--- src/rtl/kmsPkg.sv ---
package kmsPkg;
  // Strobes from the scan sequencer to the key datapath
  typedef struct packed {
    logic sample;   // last clock of a line slot: capture return lines
    logic scanEnd;  // last clock of the last line slot: sweep complete
  } scanStrobeT;
endpackage

--- src/rtl/kmsScanCtrl.sv ---
module kmsScanCtrl
  import kmsPkg::*;
#(
  parameter int NUM_SCAN = 6,
  parameter int PERIOD   = 2304,
  localparam int SLOT    = PERIOD / NUM_SCAN,
  localparam int CNT_W   = (SLOT > 1) ? $clog2(SLOT) : 1,
  localparam int LINE_W  = (NUM_SCAN > 1) ? $clog2(NUM_SCAN) : 1
) (
  input  logic                clk,
  input  logic                rst,
  input  logic                sleepEn,
  input  logic [NUM_SCAN-1:0] sleepLevels,
  output logic [NUM_SCAN-1:0] scanOut,
  output scanStrobeT          strobe,
  output logic [LINE_W-1:0]   lineIdx
);
  logic             running;
  logic [CNT_W-1:0] slotCnt;
  logic             slotEnd;
  logic             lastLine;

  assign lastLine = (lineIdx == LINE_W'(NUM_SCAN - 1));
  assign slotEnd  = running && !sleepEn && (slotCnt == CNT_W'(SLOT - 1));
  assign strobe.sample  = slotEnd;
  assign strobe.scanEnd = slotEnd && lastLine;

  always_ff @(posedge clk) begin
    if (rst) begin
      running <= 1'b0;
      slotCnt <= '0;
      lineIdx <= '0;
    end else begin
      running <= 1'b1;
      if (!running || sleepEn) begin
        slotCnt <= '0;
        lineIdx <= '0;
      end else if (slotEnd) begin
        slotCnt <= '0;
        lineIdx <= lastLine ? '0 : lineIdx + LINE_W'(1);
      end else begin
        slotCnt <= slotCnt + CNT_W'(1);
      end
    end
  end

  for (genvar g = 0; g < NUM_SCAN; g++) begin : gScanLine
    assign scanOut[g] = !running ? 1'b0
                      : sleepEn  ? sleepLevels[g]
                      : (lineIdx == LINE_W'(g));
  end

  AST_SCAN_LOW_IN_RESET: assert property (@(posedge clk)
    rst |=> (scanOut == '0));
  AST_ONE_LINE_ACTIVE: assert property (@(posedge clk) disable iff (rst)
    (running && !sleepEn) |-> ($countones(scanOut) == 1));
  AST_WRAP_TO_FIRST: assert property (@(posedge clk) disable iff (rst)
    strobe.scanEnd |=> (sleepEn || scanOut[0]));
endmodule

--- src/rtl/kmsKeyData.sv ---
module kmsKeyData
  import kmsPkg::*;
#(
  parameter int NUM_SCAN = 6,
  parameter int NUM_RET  = 5,
  localparam int KEYS    = NUM_SCAN * NUM_RET,
  localparam int LINE_W  = (NUM_SCAN > 1) ? $clog2(NUM_SCAN) : 1
) (
  input  logic               clk,
  input  logic               rst,
  input  scanStrobeT         strobe,
  input  logic [LINE_W-1:0]  lineIdx,
  input  logic [NUM_RET-1:0] retIn,
  input  logic               readDone,
  output logic [KEYS-1:0]    keyData,
  output logic               keyReady
);
  logic [KEYS-1:0] scanBuf;
  logic [KEYS-1:0] prevScan;
  logic [KEYS-1:0] curScan;

  // Snapshot so far, with the active line's slice replaced by the live sample
  always_comb begin
    curScan = scanBuf;
    for (int s = 0; s < NUM_SCAN; s++) begin
      if (lineIdx == LINE_W'(s)) curScan[s*NUM_RET +: NUM_RET] = retIn;
    end
  end

  always_ff @(posedge clk) begin
    if (rst) begin
      scanBuf  <= '0;
      prevScan <= '0;
      keyData  <= '0;
      keyReady <= 1'b0;
    end else begin
      if (readDone) keyReady <= 1'b0;
      if (strobe.sample) scanBuf <= curScan;
      if (strobe.scanEnd) begin
        prevScan <= curScan;
        if (curScan == prevScan) begin
          if (curScan == '0) begin
            keyData  <= '0;
            keyReady <= 1'b0;
          end else if (curScan != keyData) begin
            keyData  <= curScan;
            keyReady <= 1'b1;  // overrides a coincident read-done
          end
        end
      end
    end
  end

  AST_DATA_CLEAR_IN_RESET: assert property (@(posedge clk)
    rst |=> (keyData == '0 && !keyReady));
  AST_DATA_ONLY_AT_SWEEP_END: assert property (@(posedge clk) disable iff (rst)
    !strobe.scanEnd |=> $stable(keyData));
  AST_READ_CLEARS_READY: assert property (@(posedge clk) disable iff (rst)
    (readDone && !strobe.scanEnd) |=> !keyReady);
  AST_READY_IMPLIES_KEYS: assert property (@(posedge clk) disable iff (rst)
    keyReady |-> (keyData != '0));
endmodule

--- src/rtl/kmsKeyScanner.sv ---
module kmsKeyScanner
  import kmsPkg::*;
#(
  parameter int NUM_SCAN = 6,
  parameter int NUM_RET  = 5,
  parameter int PERIOD   = 2304
) (
  input  logic                         clk,
  input  logic                         rst,
  input  logic                         sleepEn,
  input  logic [NUM_SCAN-1:0]          sleepLevels,
  input  logic                         readDone,
  input  logic [NUM_RET-1:0]           retIn,
  output logic [NUM_SCAN-1:0]          scanOut,
  output logic [NUM_SCAN*NUM_RET-1:0]  keyData,
  output logic                         keyReady
);
  localparam int LINE_W = (NUM_SCAN > 1) ? $clog2(NUM_SCAN) : 1;

  scanStrobeT        strobe;
  logic [LINE_W-1:0] lineIdx;

  kmsScanCtrl #(.NUM_SCAN(NUM_SCAN), .PERIOD(PERIOD)) uCtrl (
    .clk(clk), .rst(rst), .sleepEn(sleepEn), .sleepLevels(sleepLevels),
    .scanOut(scanOut), .strobe(strobe), .lineIdx(lineIdx)
  );

  kmsKeyData #(.NUM_SCAN(NUM_SCAN), .NUM_RET(NUM_RET)) uData (
    .clk(clk), .rst(rst), .strobe(strobe), .lineIdx(lineIdx), .retIn(retIn),
    .readDone(readDone), .keyData(keyData), .keyReady(keyReady)
  );

  AST_SLEEP_FREEZES_DATA: assert property (@(posedge clk) disable iff (rst)
    sleepEn |=> ($stable(keyData) && !$rose(keyReady)));
endmodule

--- config.mk ---
export PLATFORM = sky130hd
export DESIGN_NAME = kmsKeyScanner
export DESIGN_NICKNAME = d
export VERILOG_FILES = /design/src/rtl/kmsPkg.sv /design/src/rtl/kmsScanCtrl.sv /design/src/rtl/kmsKeyData.sv /design/src/rtl/kmsKeyScanner.sv
export SDC_FILE = /design/constraint.sdc
export NUM_CORES = 1
export LEC_CHECK = 0
export ABC_AREA = 1
export BUFFER_PORTS_ARGS = -buffer_cell sky130_fd_sc_hd__buf_4
export CAP_MARGIN = 30
export CORE_ASPECT_RATIO = 0.9
export CORE_MARGIN = 2
export CORE_UTILIZATION = 55
export DETAILED_ROUTE_END_ITERATION = 10
export GPL_ROUTABILITY_DRIVEN = 0
export PLACE_DENSITY = 0.79
export SLEW_MARGIN = 15
export SYNTH_ARGS = -nofsm -noshare
export SYNTH_HDL_FRONTEND = slang
export SYNTH_HIERARCHICAL = 1
export SYNTH_SLANG_ARGS = --single-unit
export TNS_END_PERCENT = 100
--- constraint.sdc ---
create_clock -name clk -period 2.2 [get_ports clk]
set_input_delay 0 -clock clk [delete_from_list [all_inputs] [get_ports clk]]
set_output_delay 0 -clock clk [all_outputs]
set_load 0.05 [all_outputs]
==> summary.md, run 1 <==
| Metric | Value |
|---|---|
| Cell-internal power | 2.77 mW |
| Slew headroom | 58.3% |
| Outcome | complete, but fails checks |
| Total chip power | 3.66 mW |
| Critical path data required time | 2.46 ns |
| FF+latch count, synth | roughly 100 |
| DRC | 1 |
| CP max FO | 8 |
| Flop pwr share | 51.4% |
| Commonest non-fill, non-tap cell in the layout | nand2_1 |
| Switching share of power | 24.2% |
| DP Area | 7640 µm² |
| FMAX | 0.397 GHz |
| Initial core utilization | 55.7% |
| Final worst slack | -0.322 ns |
| Via count | ~7800 |
| Finished Layout Cells | 1356 |
| CTS tree | yes |
| Die X | 117 µm |
| Register clock-pin slew on the reported worst setup and hold paths | 0.07 ns |
| Num ports | 52 |
| Worst-margin pin slew | 0.626 ns |
| Failing checks | design-rule violations, negative setup slack |
| Max-cap viol count | 0 |
| Clock skew | 0.0104 ns |
| Worst-skew pair later-pin latency | 0.36 ns |
| Hold Fails Final Rpt | 0 |
| Ys Warns | 6 |
| DP Wirelength | 14800 µm |
| Core box area | 11300 µm² |
| Slew Viols, Final | 0 |
| Number of H-tree levels | 3 |
| Sequential share of the synthesized area | 33.1% |
| Min Clock Period, post-route | 2.52 ns |
| Rows | 37 |
| Clk buf depth | 2 |
| Fill cells | ~850 |
| Routed WL | 23200 µm |
| Mapped Nets | 1053 |
| Startpoint class of the critical path | flop |
| Fin area | 8670 µm² |
| Post-route ant nets | 0 |
| Pre-antenna DRT Iters | 10 |
| Footprint of the multi-input gates | around 3800 µm² |
| Most frequent cells in the layout | 256 x nand2_1, 167 x inv_1, 160 x buf_4, 101 x dfxtp_1, 94 x nand3_1 |
| Area grow syn2layout | 37.8% |
| Register area | 2090 µm² |
| RSZ-0062 raised after global routing | true |
| Clock root cell | clkbuf_16 |
| Port Buf Inserts | approximately 50 |
| CTS Buf Count | 9 |
| Overflow after GRT | 0 |
| VDD IR max | 0.631 mV |
| N_diodes | 0 |
| Fin nets | approximately 1200 |
| Worst Setup Path Type | reg2reg |
| Antenna violations before repair | 0 |
| First-pass GRT wire length | 33600 µm |
| Tcrit/Tclk final | 115% |
| Synthesized cell area | 6290 µm² |
| Sink Count | around 100 |
| Gr usage total | 35.1% |
| CP Capture Type | flop |
| Switch Pwr | a little under 0.9 mW |
| Leak Pwr | 4.48 nW |
| Die extent in y | 105 µm |
| Logic gate share of total power | between 6 and 7% |
| Setup Viol. Count Final | 31 |
| Cell count after placement | 1322 |
| Layout cells sized above 1 | 28.7% |
| Vias in the first global route | 6764 |
| Die footprint | 12300 µm² |
| Synth Instances | approximately 1000 |
| Syn_area_per_cell | 6.08 µm² |
| Clock share of power | 42.1% |
| Number of distinct library cells after synthesis | 29 |
| Critical Path AT | roughly 2.8 ns |
| DR iter-0 viols | 1145 |
| Worst Hold Class | in2reg |
| Vias per cell | between 5 and 6 |
| Pwr/cell area | 422 nW/µm² |
| Pin count of the biggest net entering global routing | 49 |
| Routed len/inst | between 15 and 20 µm |
[cell type report]
| cell class | instances | area share [%] |
|---|---|---|
| inverters | 176 | 7.82 |
| repair buffers | 187 | 18.5 |
| well taps | 156 | 2.25 |
| clock inverters | 3 | 0.202 |
| clock buffers | 12 | 2.96 |
| flip-flops and latches | 104 | 24.1 |
| multi-input cells | 718 | 44.2 |
[logic make-up after synthesis]
logic type | count (synthesis) | share of synthesized area [%]
AO/OA/AOI/OAI | 115 | 9.90
XOR/XNOR | 3 | 0.417
adder cells (fa/ha/maj) | 2 | 0.397
buffers and inverters | 214 | 13.8
flip-flops | 104 | 33.1
AND/OR/NAND/NOR | 598 | 42.4
[power by group through the flow]
stage	registers [mW]	clock network (mW)	logic, mW
final	1.88	1.54	0.237
after global routing	1.88	1.64	0.251
after CTS	1.88	1.56	0.202
after detailed placement	1.93	0	0.192
after floorplan	1.93	0	0.112
after global placement	1.93	0	0.190
[cell usage after synthesis (all sizes together)]
cell	n	area, µm²
dfxtp	104	2080
nand3	110	598
xor2	2	17.5
nor3	2	10.0
inv	176	663
a21oi	49	245
xnor2	1	8.76
nand3b	15	113
buf	21	141
ha	2	25.0
or2	1	6.26
o31ai	3	22.5
nand2	327	1290
nor2	119	500
clkbuf	17	63.8
nand4	24	150
o211ai	16	120
o21ai	47	235
[critical path, cell delays in order (launching register included)]
cell and delay, ns:
dfxtp_4 0.37, buf_12 0.13, nor2_4 0.13, buf_4 0.13, buf_6 0.15, nand3_1 0.13, nand3_1 0.14, nand2_1 0.08
nor2_1 0.16, nand2_1 0.09, nor2_2 0.12, nand2_2 0.10, nor2_4 0.15, nand2_4 0.11, nand2_8 0.12, buf_6 0.16
nand2_4 0.05, nand2_2 0.05, nor2_1 0.04
[metal layers]
layer | vias to the layer above | routed length, µm | track usage [%]
met5 | - | 0 | 0
met4 | 0 | 1580 | 17.7
met3 | 169 | 2620 | 10.7
met2 | 554 | 10300 | 53.6
met1 | 3484 | 8710 | 44.5
li1 | 3562 | - | -
[worst paths after layout]
path                                  from                             end  slack (ns)  depth (start not counted)
min                                    rst       uData/keyReady$_SDFF_PP0_        0.05                          4
max reg2reg  uCtrl/lineIdx[1]$_SDFFE_PP0P_  uData/keyData[28]$_SDFFE_PP0P_       -0.32                         18
min reg2reg  uData/scanBuf[1]$_SDFFE_PP0P_   uData/scanBuf[1]$_SDFFE_PP0P_        0.50                          2
max          uCtrl/lineIdx[1]$_SDFFE_PP0P_  uData/keyData[28]$_SDFFE_PP0P_       -0.32                         18
[repair_timing]
action / CTS / global route
endpoints found under the hold margin: 1 / 0
gates cloned: 2 / 0
resized for setup: 54 / 116
endpoints found under the setup margin: 31 / 31
buffers inserted: 15 / 5
hold buffers: 1 / 0
pin swaps: 32 / 36
[metrics by stage]
step           util, %  setup WS, ns  TNS (ns)  hold slack (ns)
4_1_cts           73.5        -0.204     -5.05           0.0610
5_1_grt           76.8        -0.445    -12.68           0.0301
6_report          76.8        -0.322     -8.76           0.0521
2_1_floorplan        -        0.0275         0           0.0565
3_5_place_dp      67.6        -0.383    -10.39            0.352
3_3_place_gp      67.6        -0.302     -7.91            0.371
[registers in the layout (all words and copies together), names as in the netlist]
signal / flops
uCtrl/slotCnt: 9
uCtrl/lineIdx: 3
uData/keyReady: 1
uData/prevScan: 30
uData/keyData: 30
uData/scanBuf: 30
uCtrl/running: 1
No activity file was read; power rests on OpenSTA's default activity.
==> run 2, diff against run 1 <==
--- a/config.mk
+++ b/config.mk
@@ -8,7 +8,7 @@
 export ABC_AREA = 1
 export BUFFER_PORTS_ARGS = -buffer_cell sky130_fd_sc_hd__buf_4
 export CAP_MARGIN = 30
-export CORE_ASPECT_RATIO = 0.9
+export CORE_ASPECT_RATIO = 2
 export CORE_MARGIN = 2
 export CORE_UTILIZATION = 55
 export DETAILED_ROUTE_END_ITERATION = 10
==> summary.md, run 2 (synthesis gave the netlist of run 1 again) <==
| Metric | Value |
|---|---|
| Outcome | complete, but fails checks |
| Failing checks | negative setup slack |
| Register clock-pin slew on the reported worst setup and hold paths | 0.08 ns (about the same) |
| RSZ-0062 raised after global routing | true |
| CTS Buf Count | 9 (unchanged) |
| Num ports | 52 (unchanged) |
| CP max FO | 11 (+3) |
| Worst Setup Path Type | reg2reg |
| Antenna violations before repair | 0 (unchanged) |
| FMAX | 0.378 GHz (-4.8%) |
| DP Area | 7650 µm² (about the same) |
| Slew headroom | 73.1% (+15 points) |
| Clock skew | 0.00697 ns (-0.00345 ns) |
| Met3 Use GR | 10.2% (-0.54 points) |
| Routed WL | 24100 µm (+4.2%) |
| Min Clock Period, post-route | 2.65 ns (+0.127 ns) |
| Commonest non-fill, non-tap cell in the layout | nand2_1 |
| Via count | 7791 (+0.28%) |
| Number of H-tree levels | 3 (unchanged) |
| DRC | 0 (-1) |
| CTS tree | yes |
| Leak Pwr | 4.48 nW (about the same) |
| GR peak layer | met2 |
| Post-route ant nets | 0 (unchanged) |
| Worst-margin pin slew | 0.403 ns (-0.223 ns) |
| N_diodes | 0 (unchanged) |
| Clock root cell | clkbuf_16 |
| DP Wirelength | 15900 µm (+7.3%) |
| Worst Hold Class | in2reg |
| Hold Fails Final Rpt | 0 (unchanged) |
| Rows | 55 (+49%) |
| Pre-antenna DRT Iters | 7 (-3) |
| Vias per cell | 5.81 (+1.3%) |
| Fin area | 8580 µm² (-1.1%) |
| M2 GR Usage | 64.9% (+11 points) |
| VDD IR max | 0.453 mV (-28%) |
| Core box area | 11200 µm² (-0.70%) |
| Fill cells | 812 (-3.9%) |
| Gr usage total | 38.1% (+2.9 points) |
| Clk buf depth | 2 (unchanged) |
| CP Capture Type | flop |
| Critical Path AT | 2.93 ns (+0.15 ns) |
| Die footprint | 12400 µm² (+0.41%) |
| Die X | 79.6 µm (-32%) |
| Routed len/inst | 18.0 µm (+5.3%) |
| Port Buf Inserts | 51 (unchanged) |
| Sink Count | 104 (unchanged) |
| Die extent in y | 155 µm (+47%) |
| Area grow syn2layout | 36.3% |
| DR iter-0 viols | 876 (-23%) |
| Tcrit/Tclk final | 120% (+5.8 points) |
| Hold_ws | 0.183 ns (+0.131 ns) |
| Slew Viols, Final | 0 (unchanged) |
| Max-cap viol count | 0 (unchanged) |
| Worst reg-to-reg path cell count | 16 (-2) |
| Regs by FF count | uData/keyData (30), uData/prevScan (30), uData/scanBuf (30) |
| Finished Layout Cells | 1342 (-1.0%) |
| Layout cells sized above 1 | 26.9% (-1.8 points) |
| Cell count after placement | 1311 (-0.83%) |
| Worst-skew pair later-pin latency | 0.35 ns (about the same) |
| First-pass GRT wire length | 35700 µm (+6.4%) |
| Setup Viol. Count Final | 31 (unchanged) |
| Critical path data required time | 2.49 ns (+0.03 ns) |
| Hold Crit Depth | 5 (+1) |
| Final worst slack | -0.449 ns (-0.127 ns) |
| Overflow after GRT | 0 (unchanged) |
| Initial core utilization | 56.1% (+0.39 points) |
| Pin count of the biggest net entering global routing | 57 (+16%) |
| Vias in the first global route | 7422 (+9.7%) |
| Most frequent cells in the layout | 278 x nand2_1, 167 x inv_1, 162 x buf_4, 100 x dfxtp_1, 87 x nor2_1 |
| Startpoint class of the critical path | flop |
| Pwr/cell area | 462 nW/µm² (+9.5%) |
| Met1 GRT Util | 34.9% (-9.6 points) |
| Fin nets | 1212 (-0.082%) |
## run 2: cell count changes in the layout (fill, tap and decap cells not counted), sizes merged
cell | before | now
bufinv | 0 | 2
dlygate4sd3 | 1 | 2
buf | 186 | 184
clkinv | 2 | 0
clkinvlp | 1 | 2
inv | 176 | 178
clkbuf | 12 | 10
## run 2: worst max-delay path: stages, from the launching register on
cell and delay [ns]:
dfxtp_4 0.37, buf_6 0.13, clkinvlp_4 0.14, nand4_1 0.35, buf_4 0.28, nand3_2 0.06, nand2_2 0.05, nor2_2 0.12
nand2_1 0.09, nor2_2 0.15, nand2_2 0.11, nor2_4 0.14, nand2_4 0.12, nand2_4 0.12, buf_12 0.16, nor2_2 0.04
nor2_1 0.13
## run 2: power breakdown
group | internal, mW | leakage (nW) | switching [mW]
clock network | 1.05 | 0.162 | 0.794
registers | 1.88 | 0.840 | 0.00195
logic | 0.0831 | 3.48 | 0.159
## run 2: area by class of cell
type | count | area (µm²) | share of cell area [%]
timing repair buffer | 186 | 1580 | 18.4
inverter | 176 | 674 | 7.86
sequential | 104 | 2090 | 24.4
clock inverter | 6 | 96.3 | 1.12
tap | 142 | 178 | 2.07
clock buffer | 10 | 239 | 2.79
multi-input combinational | 718 | 3720 | 43.4
## run 2: final timing paths
check	start	slack [ns]	endpoint
max reg2reg	uCtrl/lineIdx[0]$_SDFFE_PP0P_	-0.45	uData/keyData[14]$_SDFFE_PP0P_
min reg2reg	uData/keyReady$_SDFF_PP0_	0.50	uData/keyReady$_SDFF_PP0_
min	retIn[1]	0.18	uData/prevScan[1]$_SDFFE_PP0P_
max	uCtrl/lineIdx[0]$_SDFFE_PP0P_	-0.45	uData/keyData[14]$_SDFFE_PP0P_
## run 2: what timing repair did
action	in CTS	in global routing
pin swaps	18	10
hold endpoints to repair	2	0
endpoints found under the setup margin	31	31
setup buffers	7	7
gates resized for setup	83	48
hold buffers	2	0
gates cloned	1	0
## run 2: per-stage QoR
| stage | setup slack (ns) | total power [mW] | TNS [ns] | util, % |
|---|---|---|---|---|
| after CTS | -0.172 | 3.94 | -4.68 | 74.6 |
| after global routing | -0.502 | 4.05 | -14.44 | 76.5 |
| final | -0.449 | 3.96 | -12.85 | 76.5 |
| after detailed placement | -0.380 | 2.13 | -10.18 | 68.2 |
| after global placement | -0.380 | 2.13 | -10.22 | 68.2 |
| after floorplan | 0.0275 | 2.04 | 0 | - |
## run 2: layer usage
| layer | part of all wire (%) | vias to the layer above | wire (µm) |
|---|---|---|---|
| met1 | 31 | 3471 | 7590 |
| met3 | 8.4 | 223 | 2040 |
| li1 | - | 3556 | - |
| met5 | 0 | - | 0 |
| met4 | 11 | 0 | 2770 |
| met2 | 49 | 541 | 11700 |
==> run 3, diff against run 2 <==
--- a/config.mk
+++ b/config.mk
@@ -5,16 +5,17 @@
 export SDC_FILE = /design/constraint.sdc
 export NUM_CORES = 1
 export LEC_CHECK = 0
-export ABC_AREA = 1
 export BUFFER_PORTS_ARGS = -buffer_cell sky130_fd_sc_hd__buf_4
 export CAP_MARGIN = 30
+export CELL_PAD_IN_SITES_DETAIL_PLACEMENT = 1
+export CELL_PAD_IN_SITES_GLOBAL_PLACEMENT = 2
 export CORE_ASPECT_RATIO = 2
 export CORE_MARGIN = 2
-export CORE_UTILIZATION = 55
+export CORE_UTILIZATION = 33
 export DETAILED_ROUTE_END_ITERATION = 10
 export GPL_ROUTABILITY_DRIVEN = 0
-export PLACE_DENSITY = 0.79
-export SLEW_MARGIN = 15
+export PLACE_DENSITY = 0.78
+export SLEW_MARGIN = 20
 export SYNTH_ARGS = -nofsm -noshare
 export SYNTH_HDL_FRONTEND = slang
 export SYNTH_HIERARCHICAL = 1
==> summary.md, run 3 <==
| Metric | Value |
|---|---|
| Leak Pwr | 4.32 nW (-3.6%) |
| Setup Viol. Count Final | 31 (unchanged) |
| Setup tns final | -32.54 ns (-19.69 ns) |
| DP Wirelength | 27400 µm (+73%) |
| Area grow syn2layout | 61.3% |
| Startpoint class of the critical path | flop |
| Critical Path AT | 3.63 ns (+0.70 ns) |
| VDD IR max | 0.420 mV (-7.3%) |
| Clock root cell | clkbuf_16 |
| Number of distinct library cells after synthesis | 85 (+190%) |
| Register clock-pin slew on the reported worst setup and hold paths | 0.08 ns (about the same) |
| Bufs and invs on worst path | 6 (+2) |
| Worst Hold Class | in2reg |
| Max-cap viol count | 0 (unchanged) |
| Clock skew | 0.0160 ns (+0.00903 ns) |
| Min Clock Period, post-route | 3.34 ns (+0.694 ns) |
| Initial core utilization | 33.6% (-22 points) |
| CP max FO | 7 (-4) |
| DR iter-0 viols | 756 (-14%) |
| Finished Layout Cells | 1390 (+3.6%) |
| Regs by FF count | uData/keyData (30), uData/prevScan (30), uData/scanBuf (30) |
| Routed len/inst | 31.3 µm (+74%) |
| Crit path max-delay family | simple AND/OR/NAND/NOR gates |
| Simple-gate share of the synthesized area | 28.2% (-14 points) |
| Main synth FF type | dfxtp_1 |
| RSZ-0062 raised after global routing | true |
| Fin nets | 1138 (-6.1%) |
| Ys async rst share | 0% (unchanged) |
| Ys Warns | 6 (unchanged) |
| Final worst slack | -1.14 ns (-0.694 ns) |
| Worst-skew pair later-pin latency | 0.39 ns (+0.04 ns) |
| CP Cell Sequence | buf_6 -> or3b_4 -> mux2i_1 -> buf_4 -> nand3b_1 -> nor4b_2 -> nand4_1 -> buf_6 -> a2111oi_4 -> buf_6 -> buf_12 -> clkbuf_16 -> nor2_4 -> a211oi_2 |
| Hold endpoint | uCtrl/running$_DFF_P_ |
| Worst path slowest cell | or3b_4 |
| CP Capture Type | flop |
| Routed WL | 43500 µm (+80%) |
| CP dominant cell by count | buf_6 |
| Synth area leader | dfxtp_1 |
| Outcome | complete, but fails checks |
| Met1 GRT Util | 30.4% (-4.6 points) |
| Sink Count | 104 (unchanged) |
| CTS tree | yes |
| Clk buf depth | 2 (unchanged) |
| Hold Crit Depth | 2 (-3) |
| Number of H-tree levels | 3 (unchanged) |
| Tcrit/Tclk final | 152% (+32 points) |
| Pwr/cell area | 363 nW/µm² (-21%) |
| Worst Setup Path Type | reg2reg |
| Via count | 8911 (+14%) |
| Failing checks | negative setup slack |
| Post-Synth Adder-Cell Area | 0.525% (+0.13 points) |
| Syn_area_per_cell | 8.14 µm² (+34%) |
| Met3 Use GR | 8.94% (-1.2 points) |
| GR peak layer | met2 |
| Worst-margin pin slew | 0.657 ns (+0.255 ns) |
| Die extent in y | 205 µm (+32%) |
| Most frequent cells in the layout | 307 x buf_4, 100 x dfxtp_1, 81 x nor2_1, 56 x nand2_1, 45 x a21oi_1 |
| Layout cells sized above 1 | 46.2% (+19 points) |
| Worst R2R End | uData/keyData[18]$_SDFFE_PP0P_ |
| WP depth | 14 (-2) |
| Mux cell area share after synthesis | 6.29% (+6.3 points) |
| Area contributors post-synth | dfxtp_1 31%, a211oi_1 6.0%, nor2_1 5.9% |
| Worst reg-to-reg path cell count | 14 (-2) |
| Hold Fails Final Rpt | 0 (unchanged) |
| DRC | 0 (unchanged) |
| Slew headroom | 55.7% (-17 points) |
| HP Start | rst |
| Port Buf Inserts | 51 (unchanged) |
| Pin count of the biggest net entering global routing | 61 (+7.0%) |
| Total chip power | 3.91 mW (-1.4%) |
| FMAX | 0.299 GHz (-21%) |
| Vias in the first global route | 9071 (+22%) |
| Xor and xnor area share after synthesis | 3.68% (+3.3 points) |
| Core box area | 19800 µm² (+77%) |
| Pre-antenna DRT Iters | 6 (-1) |
| DP Area | 9250 µm² (+21%) |
| Vias per cell | 6.41 (+10%) |
| Top cell type's share of synthesized area | 31.2% (-1.8 points) |
| Gr usage total | 35.4% (-2.7 points) |
| Main combinational cell family by area after synthesis | simple AND/OR/NAND/NOR gates |
| Overflow after GRT | 0 (unchanged) |
| FF+latch count, synth | 104 (unchanged) |
| Cell count after placement | 1328 (+1.3%) |
| Synthesized cell area | 6670 µm² (+5.9%) |
| Post-synth EDFFs | 0 (unchanged) |
| Fin area | 10800 µm² (+25%) |
| Slew Viols, Final | 0 (unchanged) |
| Compound-gate portion of the synthesized area | 23.8% (+14 points) |
| Worst path max stage delay | 0.46 ns (+0.09 ns) |
| Commonest cells post-synth | 104 x dfxtp_1, 104 x nor2_1, 58 x nand2_1 |
| Mapped Nets | 836 (-21%) |
| Sequential share of the synthesized area | 31.2% (-1.8 points) |
| CTS Buf Count | 9 (unchanged) |
| Die footprint | 21400 µm² (+73%) |
| R2R Setup Slk | -1.14 ns (-0.69 ns) |
| Die X | 105 µm (+31%) |
| Antenna violations before repair | 2 (+2) |
| M2 GR Usage | 62.7% (-2.3 points) |
| Num ports | 52 (unchanged) |
| Critical path data required time | 2.49 ns (about the same) |
| Synth Instances | 819 (-21%) |
| Rows | 73 (+33%) |
| Worst reg2reg startpoint | uCtrl/lineIdx[1]$_SDFFE_PP0P_ |
| Commonest non-fill, non-tap cell in the layout | buf_4 |
| Post-route ant nets | 0 (unchanged) |
| First-pass GRT wire length | 55700 µm (+56%) |
[run 3: area by class of cell]
cell class | instances | area [µm²]
Antenna cell | 2 | 5.00
Clock buffer | 9 | 225
Clock inverter | 7 | 56.3
Fill cell | 2322 | 9070
Inverter | 26 | 97.6
Multi-Input combinational cell | 624 | 4860
Sequential cell | 104 | 2090
Tap cell | 262 | 328
Timing Repair Buffer | 356 | 3090
[run 3: report_power, final]
| part | internal, mW | switching, mW |
|---|---|---|
| combinational | 0.137 | 0.238 |
| sequential | 1.88 | 0.00130 |
| clock | 0.783 | 0.868 |
[run 3: through the flow]
| stage | utilization, % | worst slack (ns) | hold WS (ns) |
|---|---|---|---|
| 6_report | 54.3 | -1.14 | 0.0382 |
| 5_1_grt | 54.2 | -1.38 | 0.0650 |
| 4_1_cts | 51.5 | -0.775 | 0.0435 |
| 3_5_place_dp | 46.7 | -1.36 | 0.354 |
| 3_3_place_gp | 46.7 | -1.29 | 0.349 |
| 2_1_floorplan | - | -0.686 | 0.0565 |
[run 3: timing repair]
action,in CTS,in global routing
endpoints found under the setup margin,61,61
setup buffers,23,15
endpoints found under the hold margin,1,0
gates resized for setup,88,73
cloned,3,5
hold buffers,1,0
pin swaps,28,21
[run 3: how the worst max path moves through the flow]
stage,from,end,slack [ns]
after global routing,uCtrl/lineIdx[1]$_SDFFE_PP0P_,uData/keyData[28]$_SDFFE_PP0P_,-1.38
final,uCtrl/lineIdx[1]$_SDFFE_PP0P_,uData/keyData[18]$_SDFFE_PP0P_,-1.14
after floorplan,uCtrl/lineIdx[1]$_SDFFE_PP0P_,uData/keyData[29]$_SDFFE_PP0P_,-0.69
after CTS,uCtrl/lineIdx[0]$_SDFFE_PP0P_,uData/keyData[10]$_SDFFE_PP0P_,-0.77
after detailed placement,uCtrl/lineIdx[2]$_SDFFE_PP0P_,uData/keyData[5]$_SDFFE_PP0P_,-1.36
after global placement,uCtrl/lineIdx[2]$_SDFFE_PP0P_,uData/keyData[28]$_SDFFE_PP0P_,-1.29
[run 3: cells by family (layout without fill, tap and decap cells)]
group           after synthesis  in the layout
flops                       104            104
mux                          40             40
compound gates              212            212
other cells                   0              2
buf+inv                      91            398
fa+ha+maj                     3              3
simple gates                341            341
xor+xnor                     28             28
[run 3: routing by layer]
metal / vias to the layer above / wire (µm)
met3: 350 / 3490
met5: - / 0
li1: 3604 / -
met1: 4275 / 13300
met4: 0 / 5750
met2: 682 / 21000
